[src/rtl/qmodePkg.sv]
package qmodePkg;

  typedef struct packed {
    logic [1:0] maskLvl;
    logic       v2;
    logic       v1;
  } modeEntry_t;

  typedef struct packed {
    logic firstCoef;
    logic lastCoef;
    logic maskThis;
  } strobe_t;

  function automatic modeEntry_t defaultEntry(input int lvl, input int crn);
    modeEntry_t e;
    e.maskLvl = 2'(lvl);
    e.v1      = (lvl != 0) || (crn == 0) || (crn == 1);
    e.v2      = (lvl == 2) || ((lvl == 1) && (crn == 0));
    return e;
  endfunction

endpackage

[src/rtl/modeCtrl.sv]
module modeCtrl
  import qmodePkg::*;
#(
  parameter int N_LEVELS  = 3,
  parameter int N_CORNERS = 5,
  parameter int DIM       = 8,
  parameter int KEEP_L1   = 5,
  parameter int KEEP_L2   = 1,
  parameter int LVL_W     = 2,
  parameter int CRN_W     = 3,
  parameter int ADDR_W    = 4
) (
  input  logic              clk,
  input  logic              rstN,
  input  logic [LVL_W-1:0]  fwdLevel,
  input  logic [LVL_W-1:0]  invLevel,
  input  logic [CRN_W-1:0]  corner,
  input  logic              cfgWrEn,
  input  logic [ADDR_W-1:0] cfgAddr,
  input  modeEntry_t        cfgData,
  input  logic              coefValid,
  input  logic              blockStart,
  output logic              selV1,
  output logic              selV2,
  output strobe_t           strb
);
  localparam int N_ENTRIES = N_LEVELS * N_CORNERS;
  localparam int POS_W     = $clog2(DIM * DIM);
  localparam int COL_W     = $clog2(DIM);

  modeEntry_t tbl [N_ENTRIES];

  genvar gi;
  generate
    for (gi = 0; gi < N_ENTRIES; gi++) begin : g_entry
      always_ff @(posedge clk) begin
        if (!rstN)
          tbl[gi] <= defaultEntry(gi / N_CORNERS, gi % N_CORNERS);
        else if (cfgWrEn && cfgAddr == ADDR_W'(gi))
          tbl[gi] <= cfgData;
      end
    end
  endgenerate

  logic [LVL_W-1:0]  fwdEff, invEff;
  logic [CRN_W-1:0]  crnEff;
  logic [ADDR_W-1:0] fwdIdx, invIdx;
  modeEntry_t        fwdEnt, invEnt;

  always_comb begin
    fwdEff = (fwdLevel > LVL_W'(N_LEVELS - 1)) ? LVL_W'(N_LEVELS - 1) : fwdLevel;
    invEff = (invLevel > LVL_W'(N_LEVELS - 1)) ? LVL_W'(N_LEVELS - 1) : invLevel;
    crnEff = (corner >= CRN_W'(N_CORNERS)) ? '0 : corner;
    fwdIdx = ADDR_W'(fwdEff) * ADDR_W'(N_CORNERS) + ADDR_W'(crnEff);
    invIdx = ADDR_W'(invEff) * ADDR_W'(N_CORNERS) + ADDR_W'(crnEff);
    fwdEnt = tbl[fwdIdx];
    invEnt = tbl[invIdx];
  end

  logic [POS_W-1:0] pos, curPos;
  logic [1:0]       curMask, effMask;
  logic [COL_W-1:0] col;
  logic             startNow;

  assign startNow = coefValid && blockStart;
  assign curPos   = startNow ? '0 : pos;
  assign effMask  = startNow ? fwdEnt.maskLvl : curMask;
  assign col      = curPos[COL_W-1:0];

  always_ff @(posedge clk) begin
    if (!rstN) begin
      pos     <= '0;
      curMask <= '0;
      selV1   <= 1'b0;
      selV2   <= 1'b0;
    end else begin
      if (coefValid) pos <= curPos + POS_W'(1);
      if (startNow) begin
        curMask <= fwdEnt.maskLvl;
        selV1   <= invEnt.v1;
        selV2   <= invEnt.v2;
      end
    end
  end

  always_comb begin
    strb.firstCoef = startNow;
    strb.lastCoef  = coefValid && (curPos == POS_W'(DIM * DIM - 1));
    strb.maskThis  = coefValid &&
                     ((effMask[1] && col >= COL_W'(KEEP_L2)) ||
                      (effMask == 2'd1 && col >= COL_W'(KEEP_L1)));
  end

endmodule

[src/rtl/maskPath.sv]
module maskPath
  import qmodePkg::*;
#(
  parameter int COEF_W = 12,
  parameter int CNT_W  = 7
) (
  input  logic                     clk,
  input  logic                     rstN,
  input  logic                     coefValid,
  input  logic signed [COEF_W-1:0] coefIn,
  input  strobe_t                  strb,
  output logic                     outValid,
  output logic signed [COEF_W-1:0] outCoef,
  output logic                     countValid,
  output logic [CNT_W-1:0]         blockCount
);
  logic [CNT_W-1:0] runCnt, cntNext;

  assign cntNext = (strb.firstCoef ? '0 : runCnt) + CNT_W'(strb.maskThis);

  always_ff @(posedge clk) begin
    if (!rstN) begin
      outValid   <= 1'b0;
      outCoef    <= '0;
      countValid <= 1'b0;
      blockCount <= '0;
      runCnt     <= '0;
    end else begin
      outValid   <= coefValid;
      countValid <= strb.lastCoef;
      if (coefValid) begin
        outCoef <= strb.maskThis ? '0 : coefIn;
        runCnt  <= cntNext;
      end
      if (strb.lastCoef) blockCount <= cntNext;
    end
  end

endmodule

[src/rtl/qualityModeCtrl.sv]
module qualityModeCtrl
  import qmodePkg::*;
#(
  parameter int COEF_W    = 12,
  parameter int N_LEVELS  = 3,
  parameter int N_CORNERS = 5,
  parameter int DIM       = 8,
  parameter int KEEP_L1   = 5,
  parameter int KEEP_L2   = 1,
  parameter int LVL_W     = 2,
  parameter int CRN_W     = 3,
  parameter int ADDR_W    = 4,
  parameter int CNT_W     = 7
) (
  input  logic                     clk,
  input  logic                     rstN,
  input  logic [LVL_W-1:0]         fwdLevel,
  input  logic [LVL_W-1:0]         invLevel,
  input  logic [CRN_W-1:0]         corner,
  input  logic                     cfgWrEn,
  input  logic [ADDR_W-1:0]        cfgAddr,
  input  logic [3:0]               cfgData,
  input  logic                     coefValid,
  input  logic                     blockStart,
  input  logic signed [COEF_W-1:0] coefIn,
  output logic                     outValid,
  output logic signed [COEF_W-1:0] outCoef,
  output logic                     selV1,
  output logic                     selV2,
  output logic                     countValid,
  output logic [CNT_W-1:0]         blockCount
);
  strobe_t strb;

  modeCtrl #(
    .N_LEVELS(N_LEVELS), .N_CORNERS(N_CORNERS), .DIM(DIM),
    .KEEP_L1(KEEP_L1), .KEEP_L2(KEEP_L2),
    .LVL_W(LVL_W), .CRN_W(CRN_W), .ADDR_W(ADDR_W)
  ) u_ctrl (
    .clk(clk), .rstN(rstN),
    .fwdLevel(fwdLevel), .invLevel(invLevel), .corner(corner),
    .cfgWrEn(cfgWrEn), .cfgAddr(cfgAddr), .cfgData(modeEntry_t'(cfgData)),
    .coefValid(coefValid), .blockStart(blockStart),
    .selV1(selV1), .selV2(selV2), .strb(strb)
  );

  maskPath #(.COEF_W(COEF_W), .CNT_W(CNT_W)) u_path (
    .clk(clk), .rstN(rstN),
    .coefValid(coefValid), .coefIn(coefIn), .strb(strb),
    .outValid(outValid), .outCoef(outCoef),
    .countValid(countValid), .blockCount(blockCount)
  );

endmodule

[config.mk]
export PLATFORM = sky130hd
export DESIGN_NAME = qualityModeCtrl
export DESIGN_NICKNAME = d
export VERILOG_FILES = /design/src/rtl/qmodePkg.sv /design/src/rtl/modeCtrl.sv /design/src/rtl/maskPath.sv /design/src/rtl/qualityModeCtrl.sv
export SDC_FILE = /design/constraint.sdc
export NUM_CORES = 1
export LEC_CHECK = 0
export BUFFER_PORTS_ARGS = -buffer_cell sky130_fd_sc_hd__buf_2
export CAP_MARGIN = 20
export CORE_UTILIZATION = 39
export DETAILED_ROUTE_END_ITERATION = 10
export GPL_TIMING_DRIVEN = 1
export PLACE_DENSITY = 0.54
export RECOVER_POWER = 25
export SYNTH_ARGS = -nofsm -noshare
export SYNTH_HDL_FRONTEND = slang
export SYNTH_SLANG_ARGS = --single-unit
[constraint.sdc]
create_clock -name clk -period 8.2 [get_ports clk]
set_clock_uncertainty 0.15 [all_clocks]
set_input_delay 1.64 -clock clk [delete_from_list [all_inputs] [get_ports clk]]
set_output_delay 1.64 -clock clk [all_outputs]
set_load 0.02 [all_outputs]
### Word-level counts from Yosys, hierarchy flattened

Memory sizes are Yosys's and may differ from the RTL's. A register that Yosys moved wholly into a read port is not among the register bits.
Index checks and enable logic that the tools add are counted.

* register bits after elaboration: 36
* bits in writable memories: 60
* bits of input ports: 32
* output and inout bits: 23
* word-level logic and storage cells: 141
* memories kept: 1

* $add $sub $neg: 4
* multipliers: 2
* magnitude comparators: 5
* equality and inequality tests: 16
* multiplexer cells: 68
* bitwise gates (word level): 15
* reductions and logical operators: 23

Memories
* u_ctrl.tbl: depth 15, bits a word 4, rd ports 2, clocked after memory_dff 1, write ports 15, RTL line modeCtrl.sv:31 `modeEntry_t tbl [N_ENTRIES];`

Operator list (count)
* $mux W4: 15
* $mux W1: 46
* $eq A4 B4 Y1 const B: 7
* $logic_and A1 B1 Y1: 20
* $eq A4 B3 Y1 const B: 4
* $or A1 B1 Y1: 15
* $mux W12: 1
* $add A4 B3 Y4: 2
* $eq A4 B2 Y1 const B: 2
* $mul A2 B3 Y4 const B: 2
* $add A7 B1 Y7: 1
* $mux W7: 1
* $add A6 B1 Y6 const B: 1
* $eq A6 B6 Y1 const B: 1
* $ge A3 B3 Y1 const B: 2
* $mux W2: 3
* $mux W6: 1
* $eq A4 B1 Y1 const B: 1
* $gt A2 B2 Y1 const B: 2
* $logic_not A4 Y1: 1
* $ge A3 B1 Y1 const B: 1
* $mux W3: 1
* $eq A2 B1 Y1 const B: 1
* $logic_not A1 Y1: 1
* $logic_or A1 B1 Y1: 1

### Depth between registers and ports, before layout

An unclocked memory read counts as a cell.

* depth in word-level cells: 11
* gate-level depth with buffers: 18

### Hierarchy

Synthesis repeated with hierarchy kept, for this count alone.

* cells, all modules: 437
* area total of the unflattened synthesis: 4880.9 µm²

By module, submodules not included
* modeCtrl: instances 1, cells an instance 310, area an instance 3702.3 µm², sequential area each 2001.9 µm²
* maskPath: instances 1, cells an instance 127, area an instance 1178.6 µm², sequential area each 560.5 µm²

### Least setup slack after synthesis

No wires, ideal clock.

* path kind: input -> register
* start: input port corner[2]
* end: register u_path.blockCount[4]
* library setup time: 0.066 ns
* arrival time: 4.871 ns
* slack: 3.113 ns
* stages: 18
* buffers on the path: 1
* cells stage by stage: and2b_4 and2_1 ha_1 inv_1 fa_1 xor2_1 xnor2_1 nor4_1 a311o_1 buf_6 nor2_1 ha_1 ha_1 nand3_1 xor2_1 nor2_1 mux2i_1 nor2b_1

* longest elaborated chain between the ends: 10

RTL lines
* start: declaration: RTL line qualityModeCtrl.sv:19 `input logic [CRN_W-1:0] corner,`
* $ge A3 B3 Y1: RTL line modeCtrl.sv:53 `crnEff = (corner >= CRN_W'(N_CORNERS)) ? '0 : corner;`
* $mux W3 *: RTL line modeCtrl.sv:53
* $add A4 B3 Y4 *: RTL line modeCtrl.sv:54 `fwdIdx = ADDR_W'(fwdEff) * ADDR_W'(N_CORNERS) + ADDR_W'(crnEff);`
* $mem_v2 Z15 W4 *
* $mux W2 *: RTL line modeCtrl.sv:67 `assign effMask = startNow ? fwdEnt.maskLvl : curMask;`
* $eq A2 B1 Y1: RTL line modeCtrl.sv:91 `(effMask == 2'd1 && col >= COL_W'(KEEP_L1)));`
* $logic_and A1 B1 Y1: RTL line modeCtrl.sv:91
* $logic_or A1 B1 Y1 *: RTL line modeCtrl.sv:90 `((effMask[1] && col >= COL_W'(KEEP_L2)) ||`
* $logic_and A1 B1 Y1 *: RTL line modeCtrl.sv:89 `strb.maskThis = coefValid &&`
* $add A7 B1 Y7 *: RTL line maskPath.sv:19 `assign cntNext = (strb.firstCoef ? '0 : runCnt) + CNT_W'(strb.maskThis);`
* end signal: assignment: RTL line maskPath.sv:35 `if (strb.lastCoef) blockCount <= cntNext;`
* end: declaration: RTL line maskPath.sv:15 `output logic [CNT_W-1:0] blockCount`

Every way passes the cells marked *; elsewhere a longest branch is shown, timed or not.
A chain may end at the register's enable or synchronous reset.

### Worst setup path after layout

* start: input port corner[2]
* end: register u_path.runCnt[6]

* longest elaborated chain between the ends: 10

RTL lines
* $ge A3 B3 Y1: RTL line modeCtrl.sv:53
* $mux W3 *: RTL line modeCtrl.sv:53
* $add A4 B3 Y4 *: RTL line modeCtrl.sv:54
* $mem_v2 Z15 W4 *
* $mux W2 *: RTL line modeCtrl.sv:67
* $eq A2 B1 Y1: RTL line modeCtrl.sv:91
* $logic_and A1 B1 Y1: RTL line modeCtrl.sv:91
* $logic_or A1 B1 Y1 *: RTL line modeCtrl.sv:90
* $logic_and A1 B1 Y1 *: RTL line modeCtrl.sv:89
* $add A7 B1 Y7 *: RTL line maskPath.sv:19
* end signal: assignment: RTL line maskPath.sv:33 `runCnt <= cntNext;`
* end: declaration: RTL line maskPath.sv:17 `logic [CNT_W-1:0] runCnt, cntNext;`

Marked as above.

==> results.md <==
- Antenna Nets Post-Route: 0
- Drt via density: around 5.3
- Synth Area in XOR/XNOR: 0.0275
- Die Area: roughly 13000 µm²
- Asr flop ratio synth: 0
- TritonCTS clock tree: yes
- Arr. time, crit path: about 5.6 ns
- Worst setup EP type: register
- Tot GR Track Use: 0.179
- Hold_buf cts: 0
- Port Buffers: 54
- DRC violation count after routing: 0
- Crit Path Max Fanout: 14
- Synth area leader: edfxtp_1
- Starting Density: 0.406
- Layout fillers: between 1000 and 1500
- Synth top area cells: edfxtp_1 (36%), dfxtp_1 (15%), mux2i_1 (4.4%), and2_1 (4.0%), or3_1 (3.0%)
- Slew Limit Fails: 60
- Failing checks: capacitance limit, slew limit
- Top FF cell, synth: edfxtp_1
- Share of cells above drive strength 1: 0.118
- Pleak: around 2 nW
- Fin crit share: 0.668
- Count of non-filler cells in the finished layout: 658
- Number of synthesized register bits: slightly below 100
- Worst-margin pin slew: 2.32 ns
- Layout Utilization: 0.456
- GR Overflow Total: 0
- Status: finished with violations
- Worst Setup Start Kind: input pin
- Die X-Extent: about 110 µm
- Minimum clock period: ~5.5 ns
- Cell Area, Synth: 4960 µm²
- Maximum clock path buffer count: 2
- DIE HEIGHT: between 100 and 150 µm
- Ports: 55
- Yosys cell types: 46
- Clock Latency Late Sink: around 0.34 ns
- H-tree Lvls: 3
- DP HPWL: 7.58 mm
- Final setup TNS: 0 ns
- # resized after CTS: 0
- Root Driver: clkbuf_16
- Clk sink count: 98
- Clk slew on worst S/H paths: 0.06 ns
- Synth Area in Compound Gates: 0.0946
- Inst Count DP: around 640
- DRT Wirelength: roughly 11 mm
- # setup viols final: 0
- Global-route wire length before repair: roughly 18 mm
- Core box area: between 10000 and 15000 µm²
- 1st-iter DRT viols: about 260
- Number of warning messages in the yosys log: 0
- Combinational family with the most area after synthesis: simple AND/OR/NAND/NOR gates
- Max-cap violations: 1
- Post CTS Setup Buffer Count: 0
- Simple-gate share of the synthesized area: 0.189
- Routability congestion estimate: between 0.8 and 0.9
- Mux contribution to synthesized area: 0.0974
- Mean Syn Cell Area: around 11 µm²
- Vias in the first global route: 3342
- Worst EP required: between 8 and 9 ns
- Largest net degree at the start of global routing: 60
- Cell row count: 40
- Area delta synth->final: 12.2%
- Max Clock Freq: 183 MHz
- Unrepaired setup endpoints after global routing: no
- Adder-Cell Fraction of Synth Area: 0.0333
- Worst min path class: reg -> reg
- Pwr/cell area: ~200 nW/µm²
- Antenna cells: 0
- Synth top area share: 0.363
- Per-cell routed wire length: around 17 µm
- Hold Vio Cnt, Final: 0
- Antenna violations before repair: 0
- Post-synthesis sequential area ratio: 0.517
- Gate Count Post-Synth: between 400 and 500
- Max IR drop VDD: about 89 µV
- Post-synth EDFFs: 60
- Fin nets: around 530
- Mapped Nets: 494
- Relative slew slack: -0.548
- 1st-pass router iterations: 4
- WS Path Type: in -> reg
- Via count of the routed design: ~3500
- CTS Buf Count: 9
## kinds of logic after synthesis
logic type | Yosys count
multiplexers | 34
AND/OR/NAND/NOR | 172
flip-flops | 98
buffers and inverters | 53
adder cells (fa/ha/maj) | 12
XOR/XNOR | 11
AO/OA/AOI/OAI | 70
## sequential cells by signal, indices dropped and copies added, names as in the netlist
name               cells
u_ctrl.pos             6
u_path.runCnt          7
u_ctrl.selV2           1
u_path.countValid      1
u_ctrl.curMask         2
u_path.outCoef        12
u_ctrl.selV1           1
u_path.outValid        1
u_path.blockCount      7
u_ctrl.tbl            60
## stage by stage
step | instance area, µm² | hold WS (ns) | worst slack (ns) | total power, mW
3_5_place_dp | 5320 | 0.325 | 2.41 | 0.710
6_report | 5560 | 0.337 | 2.72 | 1.10
4_1_cts | 5590 | 0.337 | 2.72 | 1.11
3_3_place_gp | 5320 | 0.321 | 2.55 | 0.708
5_1_grt | 5560 | 0.376 | 2.40 | 1.14
2_1_floorplan | 4960 | 0.296 | 3.11 | 0.664
## path summary, 6_finish.rpt
kind	from	endpoint	slack (ns)	depth (start not counted)
worst min-delay path	u_ctrl.pos[0]$_SDFFE_PN0P_	u_ctrl.pos[0]$_SDFFE_PN0P_	0.34	1
worst min register to register	u_ctrl.pos[0]$_SDFFE_PN0P_	u_ctrl.pos[0]$_SDFFE_PN0P_	0.34	1
worst max-delay path	corner[2]	u_path.runCnt[6]$_SDFFE_PN0P_	2.72	18
worst max register to register	u_ctrl.tbl[3][3]$_SDFFCE_PN0P_	u_path.runCnt[6]$_SDFFE_PN0P_	4.91	11
## cell type report
type                       instances  area (µm²)  share of cell area
inverter                          23        86.3              0.0155
clock buffer                      16         277              0.0497
timing repair buffer              54         240              0.0432
sequential                        98        2560               0.461
tap                              168         210              0.0378
multi-input combinational        299        2190               0.393
## cells in the final DEF, fill, tap and decap left out, types with 10 or more instances in the layout
cell type	synthesis	routed
ha_1	10	10
mux2i_1	22	22
nor3_1	12	12
edfxtp_1	60	60
nand2_1	34	34
clkbuf_1	29	27
dfxtp_1	38	38
nor2_1	23	23
nand3_1	11	11
o22ai_1	15	15
o21ai_0	24	24
inv_1	23	23
or3_1	24	24
buf_2	0	30
a32o_1	12	12
and2_1	32	31
nor2b_1	17	17
## metal layers
| metal | up-vias | GRT usage | routed length, µm |
|---|---|---|---|
| met3 | 9 | 0.0348 | 480 |
| met1 | 1707 | 0.255 | 5370 |
| met2 | 75 | 0.272 | 5020 |
| li1 | 1695 | - | - |
| met5 | - | 0 | 0 |
| met4 | 0 | 0.0701 | 154 |
## worst max-delay path: stages
cell     delay (ns)
buf_2          0.11
and2b_4        0.30
and2_1         0.14
ha_1           0.13
inv_1          0.04
fa_1           0.36
xor2_1         0.18
xnor2_1        0.64
nor4_1         0.11
a311o_1        0.58
nor2_1         0.19
ha_1           0.22
ha_1           0.26
nand3_1        0.12
xor2_1         0.16
nor2_1         0.14
mux2i_1        0.12
nor2b_1        0.16
## power breakdown
group | internal [mW] | switching, mW | total [mW] | leakage [nW]
sequential | 0.548 | 0.0101 | 0.558 | 0.897
clock | 0.228 | 0.172 | 0.400 | 0.138
combinational | 0.0536 | 0.0858 | 0.139 | 0.969
total | 0.830 | 0.268 | 1.10 | 2.00
## synth_stat cells (all sizes together) (15+ instances only)
cell type	count
and2	32
clkbuf	29
dfxtp	38
edfxtp	60
inv	23
mux2i	22
nand2	34
nor2	23
nor2b	18
o21ai	24
o22ai	15
or3	24
Power figures use the tool's default switching activity.
